===== src/rtl/pmem_pkg.sv =====
package pmem_pkg;
  typedef enum logic [2:0] {
    ST_CLOSED, ST_PRE, ST_OPEN, ST_READ, ST_WSETUP, ST_WPULSE, ST_WREC
  } ctlState_t;

  typedef struct packed {
    logic loadAddr;
    logic loadData;
    logic capture;
  } dpStrobe_t;

  function automatic int maxOf(input int a, input int b);
    return (a > b) ? a : b;
  endfunction
endpackage


===== src/rtl/pmem_datapath.sv =====
module pmem_datapath
  import pmem_pkg::*;
#(
  parameter int ADDR_W = 17,
  parameter int DATA_W = 8,
  parameter int COL_W  = 3
) (
  input  logic              clk,
  input  logic              rstN,
  input  dpStrobe_t         strobe,
  input  logic [ADDR_W-1:0] reqAddr,
  input  logic [DATA_W-1:0] reqWdata,
  input  logic [DATA_W-1:0] memDqIn,
  output logic [ADDR_W-1:0] memAddr,
  output logic [DATA_W-1:0] memDqOut,
  output logic [DATA_W-1:0] rdData,
  output logic              rowHit
);
  always_ff @(posedge clk) begin
    if (!rstN) begin
      memAddr  <= '0;
      memDqOut <= '0;
      rdData   <= '0;
    end else begin
      if (strobe.loadAddr) memAddr  <= reqAddr;
      if (strobe.loadData) memDqOut <= reqWdata;
      if (strobe.capture)  rdData   <= memDqIn;
    end
  end

  assign rowHit = (reqAddr[ADDR_W-1:COL_W] == memAddr[ADDR_W-1:COL_W]);
endmodule


===== src/rtl/pmem_control.sv =====
module pmem_control
  import pmem_pkg::*;
#(
  parameter int CE_ACC   = 3,
  parameter int PAGE_ACC = 2,
  parameter int PC_CYC   = 2,
  parameter int ASP_CYC  = 1,
  parameter int WP_CYC   = 1,
  parameter int CW_CYC   = 3,
  parameter int REC_CYC  = 1,
  parameter int IDLE_CYC = 8
) (
  input  logic      clk,
  input  logic      rstN,
  input  logic      reqValid,
  input  logic      reqWrite,
  input  logic      rowHit,
  output dpStrobe_t strobe,
  output logic      reqAck,
  output logic      memCeN,
  output logic      memCe2,
  output logic      memWeN,
  output logic      memOeN,
  output logic      memDqOe
);
  localparam int FRESH_PULSE = maxOf(WP_CYC, CW_CYC - ASP_CYC);
  localparam int MAX_T = maxOf(maxOf(maxOf(CE_ACC, PAGE_ACC), maxOf(PC_CYC, ASP_CYC)),
                               maxOf(FRESH_PULSE, REC_CYC));
  localparam int CNT_W  = $clog2(MAX_T + 1);
  localparam int IDLE_W = $clog2(IDLE_CYC + 1);
  localparam int GAP_W  = $clog2(PC_CYC + 1);

  localparam logic [CNT_W-1:0] CE_LAST    = CNT_W'(CE_ACC - 1);
  localparam logic [CNT_W-1:0] PAGE_LAST  = CNT_W'(PAGE_ACC - 1);
  localparam logic [CNT_W-1:0] PC_LAST    = CNT_W'(PC_CYC - 1);
  localparam logic [CNT_W-1:0] ASP_LAST   = CNT_W'(ASP_CYC - 1);
  localparam logic [CNT_W-1:0] WP_LAST    = CNT_W'(WP_CYC - 1);
  localparam logic [CNT_W-1:0] FRESH_LAST = CNT_W'(FRESH_PULSE - 1);
  localparam logic [CNT_W-1:0] REC_LAST   = CNT_W'(REC_CYC - 1);
  localparam logic [IDLE_W-1:0] IDLE_LAST = IDLE_W'(IDLE_CYC - 1);
  localparam logic [GAP_W-1:0]  GAP_SAT   = GAP_W'(PC_CYC);

  ctlState_t         state;
  logic [CNT_W-1:0]  cnt;
  logic [IDLE_W-1:0] idleCnt;
  logic [GAP_W-1:0]  gapCnt;
  logic              freshRow;
  logic canTake, fromClosed, startFresh, startPage, startMiss, timeout;

  always_comb begin
    canTake    = reqValid && !reqAck;
    fromClosed = (state == ST_CLOSED) || (state == ST_PRE && cnt == '0);
    startFresh = canTake && fromClosed;
    startPage  = canTake && (state == ST_OPEN) && rowHit;
    startMiss  = canTake && (state == ST_OPEN) && !rowHit;
    timeout    = (state == ST_OPEN) && !canTake && (idleCnt == IDLE_LAST);
    strobe          = '0;
    strobe.loadAddr = startFresh || startPage;
    strobe.loadData = (startFresh || startPage) && reqWrite;
    strobe.capture  = (state == ST_READ) && (cnt == '0);
  end

  always_ff @(posedge clk) begin
    if (!rstN) begin
      state    <= ST_CLOSED;
      cnt      <= '0;
      idleCnt  <= '0;
      freshRow <= 1'b0;
      reqAck   <= 1'b0;
      memCeN   <= 1'b1;
      memCe2   <= 1'b0;
      memWeN   <= 1'b1;
      memOeN   <= 1'b1;
      memDqOe  <= 1'b0;
    end else begin
      reqAck <= 1'b0;
      if (startFresh || startPage) begin
        freshRow <= startFresh;
        if (startFresh) begin
          memCeN <= 1'b0;
          memCe2 <= 1'b1;
        end
        if (reqWrite) begin
          state   <= ST_WSETUP;
          cnt     <= ASP_LAST;
          memDqOe <= 1'b1;
        end else begin
          state  <= ST_READ;
          cnt    <= startFresh ? CE_LAST : PAGE_LAST;
          memOeN <= 1'b0;
        end
      end else if (startMiss || timeout) begin
        memCeN <= 1'b1;
        memCe2 <= 1'b0;
        state  <= ST_PRE;
        cnt    <= PC_LAST;
      end else begin
        case (state)
          ST_PRE: begin
            if (cnt == '0) state <= ST_CLOSED;
            else cnt <= cnt - 1'b1;
          end
          ST_OPEN: idleCnt <= idleCnt + 1'b1;
          ST_READ: begin
            if (cnt == '0) begin
              memOeN  <= 1'b1;
              reqAck  <= 1'b1;
              state   <= ST_OPEN;
              idleCnt <= '0;
            end else cnt <= cnt - 1'b1;
          end
          ST_WSETUP: begin
            if (cnt == '0) begin
              memWeN <= 1'b0;
              state  <= ST_WPULSE;
              cnt    <= freshRow ? FRESH_LAST : WP_LAST;
            end else cnt <= cnt - 1'b1;
          end
          ST_WPULSE: begin
            if (cnt == '0) begin
              memWeN <= 1'b1;
              reqAck <= 1'b1;
              state  <= ST_WREC;
              cnt    <= REC_LAST;
            end else cnt <= cnt - 1'b1;
          end
          ST_WREC: begin
            if (cnt == '0) begin
              memDqOe <= 1'b0;
              state   <= ST_OPEN;
              idleCnt <= '0;
            end else cnt <= cnt - 1'b1;
          end
          default: ;
        endcase
      end
    end
  end

  // Deselected-cycle counter that feeds the precharge assertion
  always_ff @(posedge clk) begin
    if (!rstN) gapCnt <= GAP_SAT;
    else if (!memCeN) gapCnt <= '0;
    else if (gapCnt != GAP_SAT) gapCnt <= gapCnt + 1'b1;
  end

  assert_precharge_gap_R4: assert property (@(posedge clk) disable iff (!rstN)
    $fell(memCeN) |-> (int'(gapCnt) >= PC_CYC));
  assert_oe_off_in_write_R7: assert property (@(posedge clk) disable iff (!rstN)
    !memWeN |-> (memOeN && memDqOe));
  assert_no_contention_R7: assert property (@(posedge clk) disable iff (!rstN)
    memDqOe |-> memOeN);
  assert_bus_held_at_we_rise_R7: assert property (@(posedge clk) disable iff (!rstN)
    $rose(memWeN) |-> memDqOe);
  assert_we_needs_select_R6: assert property (@(posedge clk) disable iff (!rstN)
    !memWeN |-> (!memCeN && memCe2));
  assert_ack_pulse_R9: assert property (@(posedge clk) disable iff (!rstN)
    reqAck |=> !reqAck);
endmodule


===== src/rtl/page_mem_ctrl.sv =====
module page_mem_ctrl
  import pmem_pkg::*;
#(
  parameter int ADDR_W   = 17,
  parameter int DATA_W   = 8,
  parameter int COL_W    = 3,
  parameter int CE_ACC   = 3,
  parameter int PAGE_ACC = 2,
  parameter int PC_CYC   = 2,
  parameter int ASP_CYC  = 1,
  parameter int WP_CYC   = 1,
  parameter int CW_CYC   = 3,
  parameter int REC_CYC  = 1,
  parameter int IDLE_CYC = 8
) (
  input  logic              clk,
  input  logic              rstN,
  input  logic              reqValid,
  input  logic              reqWrite,
  input  logic [ADDR_W-1:0] reqAddr,
  input  logic [DATA_W-1:0] reqWdata,
  output logic              reqAck,
  output logic [DATA_W-1:0] rdData,
  output logic [ADDR_W-1:0] memAddr,
  output logic              memCeN,
  output logic              memCe2,
  output logic              memWeN,
  output logic              memOeN,
  output logic [DATA_W-1:0] memDqOut,
  output logic              memDqOe,
  input  logic [DATA_W-1:0] memDqIn
);
  dpStrobe_t strobe;
  logic      rowHit;
  logic      chipSel;

  pmem_control #(
    .CE_ACC(CE_ACC), .PAGE_ACC(PAGE_ACC), .PC_CYC(PC_CYC), .ASP_CYC(ASP_CYC),
    .WP_CYC(WP_CYC), .CW_CYC(CW_CYC), .REC_CYC(REC_CYC), .IDLE_CYC(IDLE_CYC)
  ) uCtl (
    .clk(clk), .rstN(rstN), .reqValid(reqValid), .reqWrite(reqWrite),
    .rowHit(rowHit), .strobe(strobe), .reqAck(reqAck), .memCeN(memCeN),
    .memCe2(memCe2), .memWeN(memWeN), .memOeN(memOeN), .memDqOe(memDqOe)
  );

  pmem_datapath #(.ADDR_W(ADDR_W), .DATA_W(DATA_W), .COL_W(COL_W)) uDp (
    .clk(clk), .rstN(rstN), .strobe(strobe), .reqAddr(reqAddr),
    .reqWdata(reqWdata), .memDqIn(memDqIn), .memAddr(memAddr),
    .memDqOut(memDqOut), .rdData(rdData), .rowHit(rowHit)
  );

  assign chipSel = !memCeN && memCe2;

  assert_row_stable_R4: assert property (@(posedge clk) disable iff (!rstN)
    (chipSel && $past(chipSel)) |-> $stable(memAddr[ADDR_W-1:COL_W]));
  assert_pulse_hold_R6: assert property (@(posedge clk) disable iff (!rstN)
    (!memWeN && $past(!memWeN)) |-> ($stable(memAddr) && $stable(memDqOut)));
endmodule


===== config.mk =====
export PLATFORM = sky130hd
export DESIGN_NAME = page_mem_ctrl
export DESIGN_NICKNAME = d
export VERILOG_FILES = /design/src/rtl/pmem_pkg.sv /design/src/rtl/pmem_datapath.sv /design/src/rtl/pmem_control.sv /design/src/rtl/page_mem_ctrl.sv
export SDC_FILE = /design/constraint.sdc
export NUM_CORES = 1
export LEC_CHECK = 0
export BUFFER_PORTS_ARGS = -buffer_cell sky130_fd_sc_hd__buf_2
export CELL_PAD_IN_SITES_DETAIL_PLACEMENT = 1
export CELL_PAD_IN_SITES_GLOBAL_PLACEMENT = 1
export CORE_ASPECT_RATIO = 0.7
export CORE_MARGIN = 1.5
export CORE_UTILIZATION = 37
export CTS_CLUSTER_DIAMETER = 200
export DETAILED_ROUTE_END_ITERATION = 8
export PLACE_DENSITY_LB_ADDON = 0.1
export SLEW_MARGIN = 40
export SYNTH_ARGS = -nofsm -noshare
export SYNTH_HDL_FRONTEND = slang
export SYNTH_SLANG_ARGS = --single-unit

===== constraint.sdc =====
create_clock -name clk -period 2.15 [get_ports clk]
set_clock_uncertainty 0.1 [all_clocks]
set_input_delay 0.1075 -clock clk [delete_from_list [all_inputs] [get_ports clk]]
set_output_delay 0.1075 -clock clk [all_outputs]
set_load 0.02 [all_outputs]

## Word-level counts from Yosys, hierarchy flattened

Index checks and enable logic that the tools add are counted.

| cells by class | value |
|---|---|
| bitwise logic cells | 4 |
| $add $sub $neg | 2 |
| eq/ne operators | 20 |
| reductions and logical operators | 37 |
| mux-type cells | 37 |

Operator list:

| cell | number |
|---|---|
| two-way mux 3 bit | 7 |
| two-way mux 1 bit | 18 |
| equality test 14 bit | 1 |
| two-way mux 2 bit | 7 |
| one-hot mux 3 bit (4 select lines) | 1 |
| AND reduction 4 bit | 3 |
| nonzero test 2 bit | 6 |
| logical AND 1 bit | 10 |
| AND reduction 5 bit | 2 |
| equality test 3 bit (second input constant) | 3 |
| inequality test 2 x 1 -> 1 bit (second input constant) | 4 |
| inequality test 4 x 2 -> 1 bit (second input constant) | 2 |
| inequality test 4 bit (second input constant) | 2 |
| one-hot mux 4 bit (2 select lines) | 1 |
| equality test 3 x 2 -> 1 bit (second input constant) | 2 |
| inequality test 2 bit (second input constant) | 3 |
| one-hot mux 2 bit (3 select lines) | 1 |
| nonzero test 6 bit | 1 |
| nonzero test 5 bit | 1 |
| adder 4 x 1 -> 4 bit (second input constant) | 1 |
| equality test 4 x 3 -> 1 bit (second input constant) | 1 |
| two-way mux 4 bit | 1 |
| inequality test 4 x 1 -> 1 bit (second input constant) | 1 |
| inverter 1 bit | 4 |
| other kinds (11) | 17 |

| storage, ports and cells | value |
|---|---|
| output and inout port bits | 39 |
| word-level logic and storage cells | 113 |
| bits in registers | 49 |

## Depth between registers and ports, before layout

Gate-level depths: netlist of run 1.

| depth | value |
|---|---|
| word-level depth | 8 |
| depth in mapped cells | 9 |

## Cells and area by module

From an unflattened synthesis of run 1, not the netlist that was laid out.

| second synthesis, totals | value |
|---|---|
| cells, all modules | 251 |
| area total of the unflattened synthesis | 2,463.6 µm² |

Modules (own cells, without submodules):

| module | instances | cells an instance | area an instance (µm²) |
|---|---|---|---|
| pmem_datapath | 1 | 125 | 1,412.6 |
| pmem_control | 1 | 126 | 1,051.0 |

## Worst setup path before layout of run 1

OpenSTA, ideal clock, no wires.

| timing path | value |
|---|---|
| path kind | register to register |
| start | register uCtl.cnt[0] |
| end | register uDp.memAddr[10] |
| required time | 1,978 ps |
| data arrival time | 1,779 ps |
| setup slack | 199 ps |
| stages on the path, launching flop included | 8 |
| period minus slack after synthesis | 1,951 ps |
| buffers on the path | 1 |
| setup time | 72 ps |
| path through | dfxtp_1 -> inv_1 -> ha_1 -> nor2b_1 -> nor4_2 -> nor2_2 -> buf_4 -> mux2i_1 |

| between the ends | value |
|---|---|
| longest elaborated chain between the ends | 5 |

RTL lines:

| item | line | source |
|---|---|---|
| start: declaration | pmem_control.sv:44 | `logic [CNT_W-1:0] cnt;` |
| start signal: assignment | pmem_control.sv:89 | `cnt <= startFresh ? CE_LAST : PAGE_LAST;` |
| start signal: assignment | pmem_control.sv:101 | `else cnt <= cnt - 1'b1;` |
| start signal: assignment | pmem_control.sv:110 | `end else cnt <= cnt - 1'b1;` |
| logical NOT 2 bit | pmem_control.sv:52 | `fromClosed = (state == ST_CLOSED) \|\| (state == ST_PRE && cnt == '0);` |
| logical AND 1 bit | pmem_control.sv:52 |  |
| logical OR 1 bit | pmem_control.sv:52 |  |
| logical AND 1 bit | pmem_control.sv:53 | `startFresh = canTake && fromClosed;` |
| logical OR 1 bit | pmem_control.sv:58 | `strobe.loadAddr = startFresh \|\| startPage;` |
| end signal: assignment | pmem_datapath.sv:25 | `if (strobe.loadAddr) memAddr <= reqAddr;` |
| end: declaration | pmem_datapath.sv:14 | `output logic [ADDR_W-1:0] memAddr,` |

No other way between the ends.
A chain may end at the register's enable or synchronous reset.

## Worst setup path in the final report of run 1

| timing path | value |
|---|---|
| start | input reqAddr[8] |
| end | register uDp.memDqOut[4] |

| between the ends | value |
|---|---|
| longest elaborated chain between the ends | 4 |

RTL lines:

| item | line | source |
|---|---|---|
| start: declaration | page_mem_ctrl.sv:20 | `input logic [ADDR_W-1:0] reqAddr,` |
| equality test 14 bit | pmem_datapath.sv:31 | `assign rowHit = (reqAddr[ADDR_W-1:COL_W] == memAddr[ADDR_W-1:COL_W]);` |
| logical AND 1 bit | pmem_control.sv:54 | `startPage = canTake && (state == ST_OPEN) && rowHit;` |
| logical OR 1 bit | pmem_control.sv:59 | `strobe.loadData = (startFresh \|\| startPage) && reqWrite;` |
| logical AND 1 bit | pmem_control.sv:59 |  |
| end signal: assignment | pmem_datapath.sv:26 | `if (strobe.loadData) memDqOut <= reqWdata;` |
| end: declaration | pmem_datapath.sv:15 | `output logic [DATA_W-1:0] memDqOut,` |

No other way between the ends.

==> impl_metrics.toml, run 1 <==
[run_status]
outcome = "finished clean"

[drt]
ant_nets = 0
drt-total-wl_um = 7630
routedWlPerCell_um = 15.0
drc = 0
viasPerCell = 4.95
drtIter0Drc = 44
drtPass1Iterations = 4
route.vias.total = 2524

[power]
p_sw_frac = 0.395
power_mw = 3.68
leakagePower_nw = 1.56
powerDensity_nw_per_um2 = 1020
combPwrFrac = 0.463
power_switching_mw = 1.45
p_clk_frac = 0.189
vdd_ir_drop_max_mv = 0.517
seq_power_share = 0.348
internal_power_mw = 2.23

[synth]
synth_compound_area_frac = 0.143
synthCells = 301
synth_top_family_by_area = "simple AND/OR/NAND/NOR gates"
synthTopCellsByCount = "nand2_1, dfxtp_1, mux2i_1, nand3_1, xnor2_1"
ys_seq_area_frac = 0.384
synth-adder-area-share = 0.0196
async_flop_share = 0
yosys-top-cells-area = "dfxtp_1, nand2_1, mux2i_1, xnor2_1, nand3_1"
mappedNetlistArea_sq_um = 2550
yosys_warnings = 0
synthXorXnorAreaFrac = 0.0651
yosys.area.top_type = "dfxtp_1"
ys_dominant_reg_cell = "dfxtp_1"
synth.mux.area_fraction = 0.106
synth_most_common_cell = "nand2_1"
synth_edf_count = 0
synth_cell_type_count = 42
yosysTopAreaCellShare = 0.384
synth_nets = 342
synth_seq_cells = 49
synth_area_per_cell_sq_um = 8.49
synth-simple-area-share = 0.241

[floorplanning]
dieWidth_um = 102
dieArea_sq_um = 7420
die_h_um = 72.5
top_level_ports = 76
rows = 25
core_area_sq_um = 6730
start_util = 0.380

[critical_path]
r2r_slack_ns = 0.12
critPathTopFamily = "buffers and inverters"
cp_max_fo = 12
required_ns = 2.28
cp_data_arrival_time_ns = 2.16
max_stage_delay_ns = 0.55
crit_buf_inv = 3
end_kind = "flop"
worstSetupPathType = "input port to flop"
slowest_stage = "dlygate4sd3_1"
crit_chain = "dlygate4sd3_1 > buf_2 > xnor2_1 > nand4_1 > nor4_4 > buf_6 > mux2_2 > o211ai_1"
critPathLaunchType = "input port"

[timing]
maxSlewHeadroom = 0.708
worst_slew_pin_slew_ns = 0.436
hold_viol = 0
fin_crit_ns = 2.03
fmax_mhz = 493
fin_crit_sh = 0.944
grt_setup_unrepaired = "false"
finalSetupViolCount = 0
fin_tns_setup_ns = 0
drv_slew = 0

[global_route]
grtUsageTotal = 0.212
grt_pass1_vias = 2490
grt_max_degree = 41
grt_overflow = 0
antenna_found_initial = 0
grt_pass1_wl_um = 12200

[clock_network]
cts_max_path_buffers = 2
clk_pin_slew_ns = 0.09
cts_made_buffers = 5
clock-sinks = 49
cts_max_level = 2
clock_latency_ns = 0.31
cts-root-buf = "clkbuf_8"
cts_tree = "yes"

[placement]
dp_hpwl_um = 5210
place.gp.congestion = 0.789
portBuffers = 75

[worst_hold_path]
hold_path.class = "input port to flop"

[layout]
areaGrowthSynthToFinish_pct = 41.0
fin_nets = 456
n_antenna_cell = 0
drive_above_1_share = 0.296

[run]
cap_violations = 0
## worst reg2reg max path: cells and delay by family (launching register included)
| kind | cells | cell delay (ns) |
|---|---|---|
| AO/OA/AOI/OAI | 1 | 0.09 |
| buffers and inverters | 1 | 0.20 |
| multiplexers | 1 | 0.35 |
| AND/OR/NAND/NOR | 3 | 0.82 |
| flip-flops | 1 | 0.39 |
## metal layers
metal  vias to the layer above  wire, um  track usage
met5                         -         0            0
met4                         0        74       0.0548
met3                         8       237       0.0376
met2                        46      3660        0.351
met1                      1194      3660        0.286
li1                       1276         -            -
## state kept, by name (all words and copies together) (netlist names)
| name | flops |
|---|---|
| uCtl.memDqOe | 1 |
| uCtl.cnt | 2 |
| uCtl.memCeN | 1 |
| uDp.rdData | 8 |
| uCtl.idleCnt | 4 |
| uCtl.freshRow | 1 |
| uCtl.memCe2 | 1 |
| uCtl.reqAck | 1 |
| uCtl.memWeN | 1 |
| uDp.memDqOut | 8 |
| uDp.memAddr | 17 |
| uCtl.state | 3 |
| uCtl.memOeN | 1 |
## worst paths after layout
check | startpoint | to | depth (start not counted)
setup / recovery | reqAddr[8] | uDp.memDqOut[4]$_SDFFE_PN0P_ | 8
hold / removal | reqWdata[1] | uDp.memDqOut[1]$_SDFFE_PN0P_ | 3
setup reg to reg | uCtl.state[2]$_SDFFE_PN0P_ | uDp.memDqOut[4]$_SDFFE_PN0P_ | 6
hold reg to reg | uCtl.memOeN$_SDFFE_PN1P_ | uCtl.memOeN$_SDFFE_PN1P_ | 1
## placed cells by master (no fill, tap or decap), types with 2 or more instances in the layout
cell and n:
nand2_1 62, inv_1 5, nand3b_1 8, ha_1 4, o21bai_1 2, a21boi_0 11, o22ai_1 2, o21ai_1 2
nor2b_1 2, mux2i_1 18, o21ai_0 12, dlygate4sd3_1 30, buf_2 75, a21oi_1 5, mux2_2 8, or4_4 2
dfxtp_1 48, nor2_1 11, o211ai_1 12, buf_12 2, xor2_1 3, o311a_1 2, clkbuf_8 6, buf_4 19
nand2b_1 3, xnor2_1 15, nand3_1 18, nand4_1 7
## stage by stage
step / hold slack, ns / instances / cell area [sq um] / utilization / setup slack, ns
after detailed placement: 0.262 / 469 / 3130 / 0.465 / 0.0250
after global placement: 0.254 / 469 / 3130 / 0.465 / 0.0988
after floorplan: 0.146 / 301 / 2550 / - / 0.199
after CTS: 0.0000486 / 507 / 3550 / 0.529 / 0.00754
after global routing: 0.0330 / 510 / 3600 / 0.536 / 0.0122
final: 0.00948 / 510 / 3600 / 0.536 / 0.121
## what timing repair did
item                                    CTS  global route
hold buffers                             30             0
endpoints found under the setup margin    2            11
endpoints found under the hold margin    30             0
pin swaps                                 0             5
buffers inserted                          0             3
resized for setup                         2             6
## cell families after synthesis
kind of cell,count (synthesis)
AOI/OAI and AO/OA,54
xor gates and xnor gates,19
adders and majority gates,4
buffers and inverters,25
DFF,49
muxes,26
and+or+nand+nor,124
## cell type report
type                            count  area [sq um]
Clock buffer                        7          86.3
Multi-Input combinational cell    227          1500
Tap cell                           94           118
Sequential cell                    49           982
Inverter                            5          18.8
Clock inverter                      1          30.0
Timing Repair Buffer              127           870
Fill cell                         832          3120
## power groups by stage
stage / clock, mW / sequential (mW) / combinational (mW)
global route: 0.764 / 1.31 / 1.88
global placement: 0 / 1.27 / 1.58
detailed placement: 0 / 1.28 / 1.61
finish: 0.696 / 1.28 / 1.70
floorplan: 0 / 1.43 / 0.882
CTS: 0.723 / 1.26 / 1.67
Power figures use the tool's default switching activity.
==> run 2: changes to the inputs <==
Settings changed: CORE_MARGIN 1.5 to 2.
==> run 2 against run 1 <==
The run now ends with negative hold slack left. First-iteration DRC count increased by 140%. Utilization decreased by 1.2 points. Via count increased by 0.55%.
==> impl_metrics.toml, run 2 (synthesis gave the netlist of run 1 again) <==
[global_route]
grtUsageTotal = 0.205
grt_overflow = 0
grt_pass1_wl_um = 12400
antenna_found_initial = 0
grt_max_degree = 49
grt_pass1_vias = 2558

[power]
p_clk_frac = 0.159
vdd_ir_drop_max_mv = 0.430
internal_power_mw = 2.05
powerDensity_nw_per_um2 = 994
leakagePower_nw = 1.52
seq_power_share = 0.365
power_switching_mw = 1.45
p_sw_frac = 0.414
combPwrFrac = 0.476

[placement]
place.gp.congestion = 0.838
dp_hpwl_um = 5130
portBuffers = 75

[layout]
drive_above_1_share = 0.280
largest_register_ffs = 17
areaGrowthSynthToFinish_pct = 37.8
layout_commonest_cell = "buf_2"
top_regs = "uDp.memAddr (17), uDp.memDqOut (8), uDp.rdData (8)"
n_antenna_cell = 0
regMostFlops = "uDp.memAddr"
fin_nets = 455
final_cell_mix = "buf_2, nand2_1, dfxtp_1"

[floorplanning]
rows = 25
dieArea_sq_um = 7600
core_area_sq_um = 6730
start_util = 0.380
dieWidth_um = 103
top_level_ports = 76
die_h_um = 73.5

[critical_path]
required_ns = 2.28
cp_data_arrival_time_ns = 2.20
end_kind = "flop"
max_stage_delay_ns = 0.55
crit_chain = "dlygate4sd3_1 > buf_2 > xnor2_1 > nand4_1 > nor4_4 > buf_6 > mux2_2 > o211ai_1"
worstSetupPathType = "input port to flop"
slowest_stage = "dlygate4sd3_1"
critPathLaunchType = "input port"
cp_max_fo = 12

[timing]
fin_crit_sh = 0.963
hold_viol = 1
maxSlewHeadroom = 0.727
fin_crit_ns = 2.07
grt_setup_unrepaired = "false"
drv_slew = 0
fin_tns_setup_ns = 0
finalSetupViolCount = 0
worst_slew_pin_slew_ns = 0.408
fmax_mhz = 483
fin_hold_ws_ns = -0.000805

[drt]
viasPerCell = 4.99
route.vias.total = 2538
drc = 0
ant_nets = 0
routedWlPerCell_um = 14.8
drtPass1Iterations = 4
drtIter0Drc = 107
drt-total-wl_um = 7540

[clock_network]
clk_pin_slew_ns = 0.09
clock-sinks = 49
clock_latency_ns = 0.30
cts_max_path_buffers = 2
cts_tree = "yes"
cts_max_level = 2
cts-root-buf = "clkbuf_8"
cts_made_buffers = 5

[run_status]
violations = "negative hold slack"
outcome = "finished, violations left"

[run]
cap_violations = 0

[worst_hold_path]
hold_path.class = "input port to flop"
[run 2: cell count changes in the layout (fill, tap and decap cells not counted), sizes merged]
cell,before,now
buf,97,96
bufinv,1,0
clkinvlp,0,1
[run 2: final timing paths]
path | start | slack, ns | to | cells after the start
min | reqWdata[7] | -0.0008 | uDp.memDqOut[7]$_SDFFE_PN0P_ | 3
max | reqAddr[13] | 0.08 | uDp.memDqOut[2]$_SDFFE_PN0P_ | 8
max reg2reg | uCtl.cnt[0]$_SDFFE_PN0P_ | 0.15 | uCtl.idleCnt[0]$_SDFFE_PN0P_ | 9
min reg2reg | uCtl.memOeN$_SDFFE_PN1P_ | 0.36 | uCtl.memOeN$_SDFFE_PN1P_ | 1
[run 2: per-stage QoR]
stage / instance area, sq um / utilization / power [mW] / worst slack [ns] / cells
floorplan: 2550 / - / 2.31 / 0.199 / 301
global placement: 3130 / 0.466 / 2.87 / 0.224 / 471
detailed placement: 3130 / 0.466 / 2.90 / 0.184 / 471
CTS: 3520 / 0.523 / 3.51 / 0.115 / 509
global route: 3520 / 0.523 / 3.74 / 0.00552 / 509
finish: 3520 / 0.523 / 3.50 / 0.0786 / 509
[run 2: worst max-delay path: cells and delay by family]
family	cells	cell delay (ns)
buf+inv	3	0.90
simple gates	2	0.57
mux	1	0.34
xor+xnor	1	0.20
compound gates	1	0.08
[run 2: repair_timing]
action	in CTS	in global routing
endpoints found under the setup margin	0	8
setup buffers	0	0
endpoints found under the hold margin	30	0
hold buffers	30	0
resized for setup	0	1
[run 2: power by group through the flow]
stage          clock (mW)  combinational, mW  sequential (mW)
2_1_floorplan           0              0.882             1.43
3_3_place_gp            0               1.59             1.29
3_5_place_dp            0               1.61             1.30
4_1_cts             0.577               1.66             1.28
5_1_grt             0.612               1.83             1.30
6_report            0.557               1.66             1.28
[run 2: final cells by class]
| cell class | instances | area, sq um |
|---|---|---|
| clock inverter | 1 | 7.51 |
| clock buffer | 7 | 76.3 |
| inverter | 5 | 18.8 |
| tap | 94 | 118 |
| sequential | 49 | 981 |
| timing repair buffer | 126 | 850 |
| multi-input combinational | 227 | 1470 |
| fill | 830 | 3210 |
[run 2: metal layers]
| metal | vias to the layer above | part of all wire | track usage | routed length [um] |
|---|---|---|---|---|
| li1 | 1274 | - | - | - |
| met1 | 1211 | 0.49 | 0.292 | 3720 |
| met4 | 0 | 0.0057 | 0.0307 | 43 |
| met5 | - | 0 | 0 | 0 |
| met3 | 5 | 0.038 | 0.0362 | 290 |
| met2 | 48 | 0.46 | 0.331 | 3490 |
